[src/rtl/fg_pkg.sv]
`timescale 1ns/1ps
package fg_pkg;

  typedef struct packed {
    logic       host_en;
    logic       top_zero;
    logic       clk_lock;
    logic [1:0] rst_route;
    logic [2:0] dbg_code;
  } pw_t;

  localparam pw_t PW_DEFAULT = '{host_en: 1'b0, top_zero: 1'b0, clk_lock: 1'b1,
                                 rst_route: 2'b11, dbg_code: 3'b000};

  typedef enum logic [1:0] {LD_RD, LD_CAP, LD_RUN} ld_state_t;

endpackage

[src/rtl/fg_loader.sv]
`timescale 1ns/1ps
module fg_loader import fg_pkg::*; #(
  parameter int AW     = 17,
  parameter int PW_OFS = 0
) (
  input  logic          clk,
  input  logic          rst_n,
  input  logic [7:0]    rd_byte,
  output logic          ld_en,
  output logic [AW-1:0] ld_addr,
  output logic          ready,
  output pw_t           pw
);

  ld_state_t st_q, st_d;
  pw_t       pw_q, pw_d;

  always_comb begin
    st_d = st_q;
    pw_d = pw_q;
    case (st_q)
      LD_RD:   st_d = LD_CAP;
      LD_CAP:  begin st_d = LD_RUN; pw_d = pw_t'(rd_byte); end
      default: st_d = LD_RUN;
    endcase
  end

  always_ff @(posedge clk or negedge rst_n) begin
    if (!rst_n) begin
      st_q <= LD_RD;
      pw_q <= PW_DEFAULT;
    end else begin
      st_q <= st_d;
      pw_q <= pw_d;
    end
  end

  assign ld_en   = (st_q == LD_RD);
  assign ld_addr = {1'b1, (AW-1)'(PW_OFS)};
  assign ready   = (st_q == LD_RUN);
  assign pw      = pw_q;


  ready_sticky_chk: assert property (@(posedge clk) disable iff (!rst_n) ready |=> ready);

endmodule

[src/rtl/fg_cfg.sv]
`timescale 1ns/1ps
module fg_cfg #(
  parameter int NBLK = 8
) (
  input  logic            clk,
  input  logic            rst_n,
  input  logic            wp_we,
  input  logic [NBLK-1:0] wp_val,
  input  logic            hm_we,
  input  logic [NBLK-1:0] hm_val,
  output logic [NBLK-1:0] wp_q,
  output logic [NBLK-1:0] hm_q
);

  logic [NBLK-1:0] wp_d, hm_d;

  always_comb begin
    wp_d = wp_we ? wp_val : wp_q;
    hm_d = hm_we ? hm_val : hm_q;
  end

  always_ff @(posedge clk or negedge rst_n) begin
    if (!rst_n) begin
      wp_q <= '1;
      hm_q <= '1;
    end else begin
      wp_q <= wp_d;
      hm_q <= hm_d;
    end
  end


  wp_load_chk: assert property (@(posedge clk) disable iff (!rst_n) wp_we |=> wp_q == $past(wp_val));

endmodule

[src/rtl/fg_policy.sv]
`timescale 1ns/1ps
module fg_policy #(
  parameter int NBLK       = 8,
  parameter int BIW        = 3,
  parameter int CBOOT_BLKS = 1,
  parameter int HBOOT_BLKS = 1
) (
  input  logic            c_info,
  input  logic [BIW-1:0]  c_blk,
  input  logic            c_we,
  input  logic            h_info,
  input  logic [BIW-1:0]  h_blk,
  input  logic [NBLK-1:0] wp,
  input  logic [NBLK-1:0] hmask,
  input  logic            host_en,
  output logic            c_ok,
  output logic            h_ok
);

  logic [NBLK-1:0] boot_mask;

  for (genvar i = 0; i < NBLK; i++) begin : g_boot
    assign boot_mask[i] = (i < CBOOT_BLKS) || (i >= NBLK - HBOOT_BLKS);
  end

  always_comb begin
    c_ok = !c_we || (!c_info && !boot_mask[c_blk] && !wp[c_blk]);
    h_ok = !h_info && host_en && hmask[h_blk];
  end

endmodule

[src/rtl/flash_guard.sv]
`timescale 1ns/1ps
module flash_guard import fg_pkg::*; #(
  parameter int NBLK         = 8,
  parameter int BLK_AW       = 13,
  parameter int DW           = 16,
  parameter int CBOOT_BLKS   = 1,
  parameter int HBOOT_BLKS   = 1,
  parameter int PW_OFS       = 0,
  parameter int TW           = 4,
  parameter logic [TW-1:0] FLASH_TOP = TW'(8),
  localparam int BIW = $clog2(NBLK),
  localparam int AW  = BLK_AW + BIW + 1
) (
  input  logic            clk,
  input  logic            rst_n,
  input  logic            isp_mode,
  input  logic            irq_en,
  input  logic            c_req,
  input  logic            c_we,
  input  logic [AW-1:0]   c_addr,
  input  logic [DW-1:0]   c_wdata,
  output logic            c_gnt,
  output logic            c_rvalid,
  output logic [DW-1:0]   c_rdata,
  input  logic            wp_we,
  input  logic [NBLK-1:0] wp_val,
  input  logic            hm_we,
  input  logic [NBLK-1:0] hm_val,
  input  logic            h_req,
  input  logic            h_we,
  input  logic [AW-1:0]   h_addr,
  input  logic [DW-1:0]   h_wdata,
  output logic            h_gnt,
  output logic            h_rvalid,
  output logic [DW-1:0]   h_rdata,
  output logic            fl_en,
  output logic            fl_we,
  output logic [AW-1:0]   fl_addr,
  output logic [DW-1:0]   fl_wdata,
  input  logic [DW-1:0]   fl_rdata,
  output logic            ready,
  output logic            viol_irq,
  output logic            dbg_lock,
  output logic            hold_reset,
  output logic            rst2_pin_a,
  output logic            rst2_pin_b,
  output logic            clk_lock_rst,
  output logic [TW-1:0]   top_addr_rst
);

  logic [1:0]      rs_q;
  logic            srst_n;
  logic            ld_en;
  logic [AW-1:0]   ld_addr;
  pw_t             pw;
  logic [NBLK-1:0] wp_q, hm_q;
  logic            c_ok, h_ok;
  logic            c_rv_q, h_rv_q, h_blk_q, irq_q;
  logic            c_rv_d, h_rv_d, h_blk_d, irq_d;

  always_ff @(posedge clk or negedge rst_n) begin
    if (!rst_n) rs_q <= 2'b00;
    else        rs_q <= {rs_q[0], 1'b1};
  end
  assign srst_n = rs_q[1];

  fg_loader #(.AW(AW), .PW_OFS(PW_OFS)) u_loader (
    .clk(clk), .rst_n(srst_n), .rd_byte(fl_rdata[7:0]),
    .ld_en(ld_en), .ld_addr(ld_addr), .ready(ready), .pw(pw)
  );

  fg_cfg #(.NBLK(NBLK)) u_cfg (
    .clk(clk), .rst_n(srst_n), .wp_we(wp_we), .wp_val(wp_val),
    .hm_we(hm_we), .hm_val(hm_val), .wp_q(wp_q), .hm_q(hm_q)
  );

  fg_policy #(.NBLK(NBLK), .BIW(BIW), .CBOOT_BLKS(CBOOT_BLKS), .HBOOT_BLKS(HBOOT_BLKS)) u_policy (
    .c_info(c_addr[AW-1]), .c_blk(c_addr[AW-2:BLK_AW]), .c_we(c_we),
    .h_info(h_addr[AW-1]), .h_blk(h_addr[AW-2:BLK_AW]),
    .wp(wp_q), .hmask(hm_q), .host_en(pw.host_en), .c_ok(c_ok), .h_ok(h_ok)
  );

  assign c_gnt = ready && c_req;
  assign h_gnt = ready && h_req && !c_req;

  always_comb begin
    fl_en    = 1'b0;
    fl_we    = 1'b0;
    fl_addr  = ld_addr;
    fl_wdata = '0;
    if (!ready) begin
      fl_en = ld_en;
    end else if (c_gnt) begin
      fl_en    = c_ok;
      fl_we    = c_we && c_ok;
      fl_addr  = c_addr;
      fl_wdata = c_wdata;
    end else if (h_gnt) begin
      fl_en    = h_ok;
      fl_we    = h_we && h_ok;
      fl_addr  = h_addr;
      fl_wdata = h_wdata;
    end
  end

  always_comb begin
    c_rv_d  = c_gnt && !c_we;
    h_rv_d  = h_gnt && !h_we;
    h_blk_d = h_gnt && !h_ok;
    irq_d   = c_gnt && c_we && !c_ok && irq_en;
  end

  always_ff @(posedge clk or negedge srst_n) begin
    if (!srst_n) begin
      c_rv_q  <= 1'b0;
      h_rv_q  <= 1'b0;
      h_blk_q <= 1'b0;
      irq_q   <= 1'b0;
    end else begin
      c_rv_q  <= c_rv_d;
      h_rv_q  <= h_rv_d;
      h_blk_q <= h_blk_d;
      irq_q   <= irq_d;
    end
  end

  assign c_rvalid = c_rv_q;
  assign c_rdata  = fl_rdata;
  assign h_rvalid = h_rv_q;
  assign h_rdata  = h_blk_q ? '1 : fl_rdata;
  assign viol_irq = irq_q;

  assign dbg_lock     = (pw.dbg_code != 3'b111);
  assign hold_reset   = dbg_lock && !isp_mode;
  assign rst2_pin_a   = (pw.rst_route == 2'b01);
  assign rst2_pin_b   = (pw.rst_route == 2'b10);
  assign clk_lock_rst = pw.clk_lock;
  assign top_addr_rst = pw.top_zero ? '0 : FLASH_TOP;


  no_early_write_chk: assert property (@(posedge clk) disable iff (!srst_n) !ready |-> !fl_we);

  single_grant_chk: assert property (@(posedge clk) disable iff (!srst_n) !(c_gnt && h_gnt));

  irq_cause_chk: assert property (@(posedge clk) disable iff (!srst_n)
    viol_irq |-> $past(c_gnt && c_we && !fl_en));

  info_never_written_chk: assert property (@(posedge clk) disable iff (!srst_n)
    (fl_en && fl_we) |-> !fl_addr[AW-1]);

  boot_ro_chk: assert property (@(posedge clk) disable iff (!srst_n)
    (c_gnt && fl_we) |-> (int'(c_addr[AW-2:BLK_AW]) >= CBOOT_BLKS &&
                          int'(c_addr[AW-2:BLK_AW]) <  NBLK - HBOOT_BLKS));

  host_ones_chk: assert property (@(posedge clk) disable iff (!srst_n)
    (h_rvalid && h_rdata != '1) |-> $past(h_gnt && fl_en));

endmodule

[config.mk]
export PLATFORM = sky130hd
export DESIGN_NAME = flash_guard
export DESIGN_NICKNAME = d
export VERILOG_FILES = /design/src/rtl/fg_pkg.sv /design/src/rtl/fg_loader.sv /design/src/rtl/fg_cfg.sv /design/src/rtl/fg_policy.sv /design/src/rtl/flash_guard.sv
export SDC_FILE = /design/constraint.sdc
export NUM_CORES = 1
export LEC_CHECK = 0
export ABC_AREA = 0
export BUFFER_PORTS_ARGS = -buffer_cell sky130_fd_sc_hd__buf_2
export CORE_MARGIN = 1.5
export CORE_UTILIZATION = 39
export DETAILED_ROUTE_END_ITERATION = 12
export PLACE_DENSITY = 0.86
export SLEW_MARGIN = 10
export SYNTH_ARGS = -nofsm -noshare
export SYNTH_HDL_FRONTEND = slang
export SYNTH_SLANG_ARGS = --single-unit
[constraint.sdc]
create_clock -name clk -period 4.41 [get_ports clk]
set_input_delay 0.6615 -clock clk [delete_from_list [all_inputs] [get_ports clk]]
set_output_delay 0.6615 -clock clk [all_outputs]
set_load 0.05 [all_outputs]
==> results of run 1 <==
-- cells in the mapped netlist (2+ instances only) --
| cell type | instances |
|---|---|
| nand2b_1 | 3 |
| nor2_1 | 6 |
| a31oi_1 | 2 |
| mux2_2 | 23 |
| nand2_1 | 5 |
| or2_2 | 16 |
| conb_1 | 2 |
| inv_1 | 6 |
| buf_1 | 2 |
| buf_4 | 19 |
| dfrtp_1 | 13 |
| nor2b_1 | 3 |
| mux2i_1 | 2 |
| dfstp_2 | 17 |
| buf_2 | 2 |
| clkbuf_1 | 6 |
| a22o_1 | 31 |
-- registers in the layout, indices dropped and copies added (netlist names) --
name and cells:
h_rvalid 1, h_blk_q 1, c_rvalid 1, u_loader.st_q 2, viol_irq 1, rs_q 2, u_cfg.wp_q 6, u_cfg.hm_q 8
u_loader.pw 8
-- kinds of logic after synthesis --
logic type | after synthesis | synth area share [%]
mux | 26 | 15.3
flops | 30 | 40.2
simple gates | 43 | 13.6
other cells | 2 | 0.391
compound gates | 43 | 19.1
buf+inv | 37 | 11.5
-- critical path: stages, from the launching register on --
cell	delay, ps
dfrtp_1	400
and2b_2	240
nand2_1	130
clkinv_1	750
a22o_1	470
buf_2	220
-- power by group through the flow --
stage / Sequential [mW] / Clock (mW) / Combinational, mW
5_1_grt: 0.324 / 0.279 / 0.381
4_1_cts: 0.321 / 0.265 / 0.363
2_1_floorplan: 0.326 / 0 / 0.267
3_3_place_gp: 0.324 / 0 / 0.358
3_5_place_dp: 0.326 / 0 / 0.362
6_report: 0.320 / 0.256 / 0.361
-- routing by layer --
metal / GRT usage, % / vias to the layer above / wire length [µm]
li1: - / 956 / -
met2: 29.1 / 89 / 2590
met3: 5.11 / 7 / 397
met5: 0 / - / 0
met1: 28.2 / 908 / 2570
met4: 6.92 / 0 / 72
-- how the worst min path moves through the flow --
stage	start	to	slack, ps	cells past startpoint
after CTS	rst_n	rs_q[0]$_DFF_PN0_	140	1
after global routing	rst_n	rs_q[1]$_DFF_PN0_	140	1
after detailed placement	rs_q[0]$_DFF_PN0_	rs_q[1]$_DFF_PN0_	340	0
final	rst_n	rs_q[1]$_DFF_PN0_	150	1
after global placement	rs_q[0]$_DFF_PN0_	rs_q[1]$_DFF_PN0_	340	0
after floorplan	rs_q[0]$_DFF_PN0_	rs_q[1]$_DFF_PN0_	330	0
-- stage by stage --
| step | util (%) | setup slack (ps) | cell area (µm²) | power [mW] |
|---|---|---|---|---|
| 2_1_floorplan | - | 1360 | 1930 | 0.593 |
| 3_3_place_gp | 58.0 | 1450 | 2740 | 0.682 |
| 3_5_place_dp | 58.0 | 1420 | 2740 | 0.688 |
| 4_1_cts | 60.3 | 1260 | 2850 | 0.949 |
| 5_1_grt | 60.3 | 1060 | 2850 | 0.983 |
| 6_report | 60.3 | 1260 | 2850 | 0.938 |
-- layout make-up --
cell class | instances | area, µm²
fill | 411 | 1870
multi-input combinational | 116 | 936
clock buffer | 8 | 110
inverter | 7 | 26.3
timing repair buffer | 184 | 921
tap | 67 | 83.8
sequential | 30 | 772
==> impl_metrics.yaml, run 1 <==
synth:
  yosysUniqueCellTypes: 40
  synth.area.top_cells: "dfstp_2, dfrtp_1, a22o_1, mux2_2, buf_4"
  synth_edf_count: 0
  syn_avg_cell_area_um2: 10.6
  synth_cells: 181
  synth_top_area_share_pct: 23.3
  syn_area_mm2: 0.00192
  yosysSeqAreaShare_pct: 40.2
  ys_seq_elements: 30
  async_flop_share_pct: 100
  yosys_warnings: 0
  synth_largest_area_cell: "dfstp_2"
  synthFlopType: "dfstp_2"
route:
  wirelength_um: 5630
  drt_iter0_drc: 73
  first_pass_iters: 4
  drc_errors: 0
  vias: 1960
  wl_per_cell_um: 13.7
  ant_nets: 0
  vias_per_cell: 4.76
final_layout:
  nets: 452
  layout_commonest_cell: "buf_2"
  diodes: 0
  final_cell_mix: "buf_2, a22o_1, mux2_2, dfstp_2, or2_2"
  fin_cells: 412
  drive_gt1_share_pct: 73.3
  area_growth_pct: 48.3
sta:
  setup_violations: 0
  holdWs_ps: 149
  finalClockSkew_ps: 4.58
  max_freq_ghz: 0.317
  finalCriticalPeriod_ps: 3150
  rsz0062_at_grt: "no"
  fin_setup_tns_ps: 0
  finalCritPeriodShare_pct: 71.4
  slew_headroom_pct: 29.0
  report.final.hold_viol_count: 0
  final_max_slew_viol_count: 0
  worstMarginPinSlew_ps: 1070
global_routing:
  grt_usage_pct: 19.8
  grt_pass1_vias: 1703
  grt_start_max_net_pins: 36
  grt_antenna_before_repair: 0
  grt_pass1_wl_um: 8060
  grt_remaining_overflow: 0
die:
  chipWidth_um: 73.2
  die_h_um: 73.2
  ios: 190
  core-area_mm2: 0.00472
  row_count: 25
  die-area_mm2: 0.00535
  start_util_pct: 40.7
worst_setup_path:
  critPathKind: "flip-flop to output port"
  crit_path_max_fanout: 35
  r2r_cells: 4
  required_ps: 3750
  setup.worst_path.end: "fl_wdata[3]"
  r2r_setup_slack_ps: 2240
  arrival_ps: 2490
  timing.rr.end: "viol_irq$_DFF_PN0_"
  startpoint_type: "flip-flop"
  critical_path.startpoint: "u_loader.st_q[1]$_DFF_PN0_"
  r2r-start: "u_loader.st_q[1]$_DFF_PN0_"
  endpoint_kind: "output port"
cts:
  clock-root-buffer: "clkbuf_8"
  cts_tree: "built"
  h-tree-depth: 2
  hold_buffers: 0
  post_cts_resized: 0
  clk_path_buf_depth: 2
  cts.sinks: 30
  clkTransAtPathRegs_ps: 60
  clk_latency_ps: 280
  cts_setup_buffers: 0
  numCtsBuffers: 5
min_path:
  hp-class: "primary input to async pin"
placed_design:
  hpwl_um: 4640
  dp_cells: 404
  io_buffer_count: 184
  gp_congestion: 0.791
power:
  ir_drop_v: 0.000234
  sw_frac_of_total_pct: 38.5
  p_comb_share_pct: 38.5
  switchingPower_mw: 0.361
  clkPwrFrac_pct: 27.3
  leakage_nw: 1.57
  power_density_mw_per_mm2: 329
  internal-power_mw: 0.576
  pwr-share-seq_pct: 34.2
status:
  status: "complete, no violations"
job:
  maxCapViolCount: 0
(Power assumes the default switching activity.)
==> run 2: changes to the inputs <==
--- a/config.mk
+++ b/config.mk
@@ -8,9 +8,9 @@
 export ABC_AREA = 0
 export BUFFER_PORTS_ARGS = -buffer_cell sky130_fd_sc_hd__buf_2
 export CORE_MARGIN = 1.5
-export CORE_UTILIZATION = 39
+export CORE_UTILIZATION = 36
 export DETAILED_ROUTE_END_ITERATION = 12
-export PLACE_DENSITY = 0.86
+export PLACE_DENSITY = 0.81
 export SLEW_MARGIN = 10
 export SYNTH_ARGS = -nofsm -noshare
 export SYNTH_HDL_FRONTEND = slang
==> constraint.sdc (replaced) <==
create_clock -name clk -period 3.1 [get_ports clk]
set_input_delay 0.465 -clock clk [delete_from_list [all_inputs] [get_ports clk]]
set_output_delay 0.465 -clock clk [all_outputs]
set_load 0.05 [all_outputs]
==> run 2 against run 1 <==
Cell area rose by 1.0%; combinational power rose by 43%; sequential cell count did not move; sequential power rose by 43%; non-clock buffer count rose by 3; first-iteration DRC count rose by 6.8%; critical path depth did not move; sequential share of layout area fell by 0.27 points; critical path type unchanged.
==> impl_metrics.yaml, run 2 (same netlist as run 1, synthesis figures left out) <==
sta:
  finalClockSkew_ps: 2.93
  setup_violations: 0
  finalCriticalPeriod_ps: 2600
  rsz0062_at_grt: "no"
  max_freq_ghz: 0.384
  final_max_slew_viol_count: 0
  slew_headroom_pct: 26.8
  worstMarginPinSlew_ps: 1100
  fin_setup_tns_ps: 0
  finalCritPeriodShare_pct: 83.9
  report.final.hold_viol_count: 0
  post-route-worst-setup-slack_ps: 499
power:
  leakage_nw: 1.59
  switchingPower_mw: 0.511
  sw_frac_of_total_pct: 38.4
  internal-power_mw: 0.822
  ir_drop_v: 0.000314
  pwr-share-seq_pct: 34.2
  p_comb_share_pct: 38.8
  clkPwrFrac_pct: 27.0
  power_density_mw_per_mm2: 463
route:
  wl_per_cell_um: 13.8
  wirelength_um: 5790
  first_pass_iters: 4
  vias: 1973
  drc_errors: 0
  drt_iter0_drc: 78
  vias_per_cell: 4.72
  ant_nets: 0
global_routing:
  grt_pass1_wl_um: 9200
  grt_usage_pct: 19.5
  grt_antenna_before_repair: 0
  grt_remaining_overflow: 0
  grt_pass1_vias: 1825
  grt_start_max_net_pins: 33
cts:
  clk_path_buf_depth: 2
  clock-root-buffer: "clkbuf_8"
  cts_setup_buffers: 0
  cts_tree: "built"
  numCtsBuffers: 5
  clkTransAtPathRegs_ps: 60
  clk_latency_ps: 270
  hold_buffers: 1
  cts.sinks: 30
  post_cts_resized: 0
  h-tree-depth: 2
final_layout:
  multi_input_area_um2: 936
  drive_gt1_share_pct: 73.3
  regArea_um2: 772
  layout_commonest_cell: "buf_2"
  final_cell_mix: "buf_2, a22o_1, mux2_2, dfstp_2, or2_2"
  diodes: 0
  area_growth_pct: 49.8
  num-fill-cells: 488
  nets: 455
worst_setup_path:
  arrival_ps: 2140
  critPathKind: "flip-flop to output port"
  endpoint_kind: "output port"
  startpoint_type: "flip-flop"
  required_ps: 2630
  crit_path_max_fanout: 5
die:
  chipWidth_um: 76.0
  core-area_mm2: 0.00514
  die-area_mm2: 0.00578
  die_h_um: 76.0
  start_util_pct: 37.4
  ios: 190
  row_count: 26
placed_design:
  hpwl_um: 4760
  gp_congestion: 0.747
  pre_cts_slack_ps: 668
  io_buffer_count: 184
status:
  status: "complete, no violations"
job:
  maxCapViolCount: 0
min_path:
  hp-class: "flip-flop to flip-flop"
==> run 2: cell count changes in the layout (fill, tap and decap cells not counted), sizes merged <==
cell / delta
buf: +2
dlygate4sd3: +1
==> run 2: area by class of cell <==
type | instances | share of cell area [%]
flip-flops and latches | 30 | 26.8
repair buffers | 187 | 32.9
inverters | 7 | 0.913
multi-input cells | 116 | 32.5
well taps | 70 | 3.04
clock buffers | 8 | 3.83
==> run 2: final timing paths <==
kind,startpoint,to,slack (ps),cells after the start
max,u_loader.st_q[0]$_DFF_PN0_,fl_en,500,5
min,rs_q[0]$_DFF_PN0_,rs_q[1]$_DFF_PN0_,360,0
max reg2reg,u_loader.st_q[1]$_DFF_PN0_,viol_irq$_DFF_PN0_,1590,5
min reg2reg,rs_q[0]$_DFF_PN0_,rs_q[1]$_DFF_PN0_,360,0
max in group asynchronous,rs_q[1]$_DFF_PN0_,u_loader.pw[2]$_DFFE_PN0N_,1980,0
min in group asynchronous,rs_q[1]$_DFF_PN0_,u_loader.st_q[1]$_DFF_PN0_,470,0
==> run 2: worst max-delay path, stage by stage (launching register included) <==
cell and delay [ps]:
dfrtp_1 390, and2b_2 260, nand3b_4 100, or4_1 580, a31oi_1 230, buf_2 300
==> run 2: stage by stage <==
step | hold WS (ps) | std cells | power (mW) | instance area (µm²) | util [%]
after floorplan | 169 | 183 | 0.843 | 1930 | -
final | 362 | 418 | 1.33 | 2880 | 56.0
after CTS | 349 | 418 | 1.35 | 2880 | 56.0
after global routing | 357 | 418 | 1.40 | 2880 | 56.0
after detailed placement | 251 | 409 | 0.981 | 2760 | 53.7
after global placement | 250 | 409 | 0.972 | 2760 | 53.7
==> run 2: layer usage <==
metal	vias up	track usage, %	share of wire [%]
met3	2	5.15	6.6
met2	84	31.5	48
met4	0	3.89	0.24
li1	958	-	-
met5	-	0	0
met1	929	26.6	46
==> run 2: power groups by stage <==
stage                     sequential (mW)  clock, mW  combinational (mW)
after floorplan                     0.464          0               0.379
after global placement              0.462          0               0.510
after detailed placement            0.464          0               0.517
after CTS                           0.458      0.374               0.518
after global routing                0.462      0.391               0.544
final                               0.457      0.360               0.517
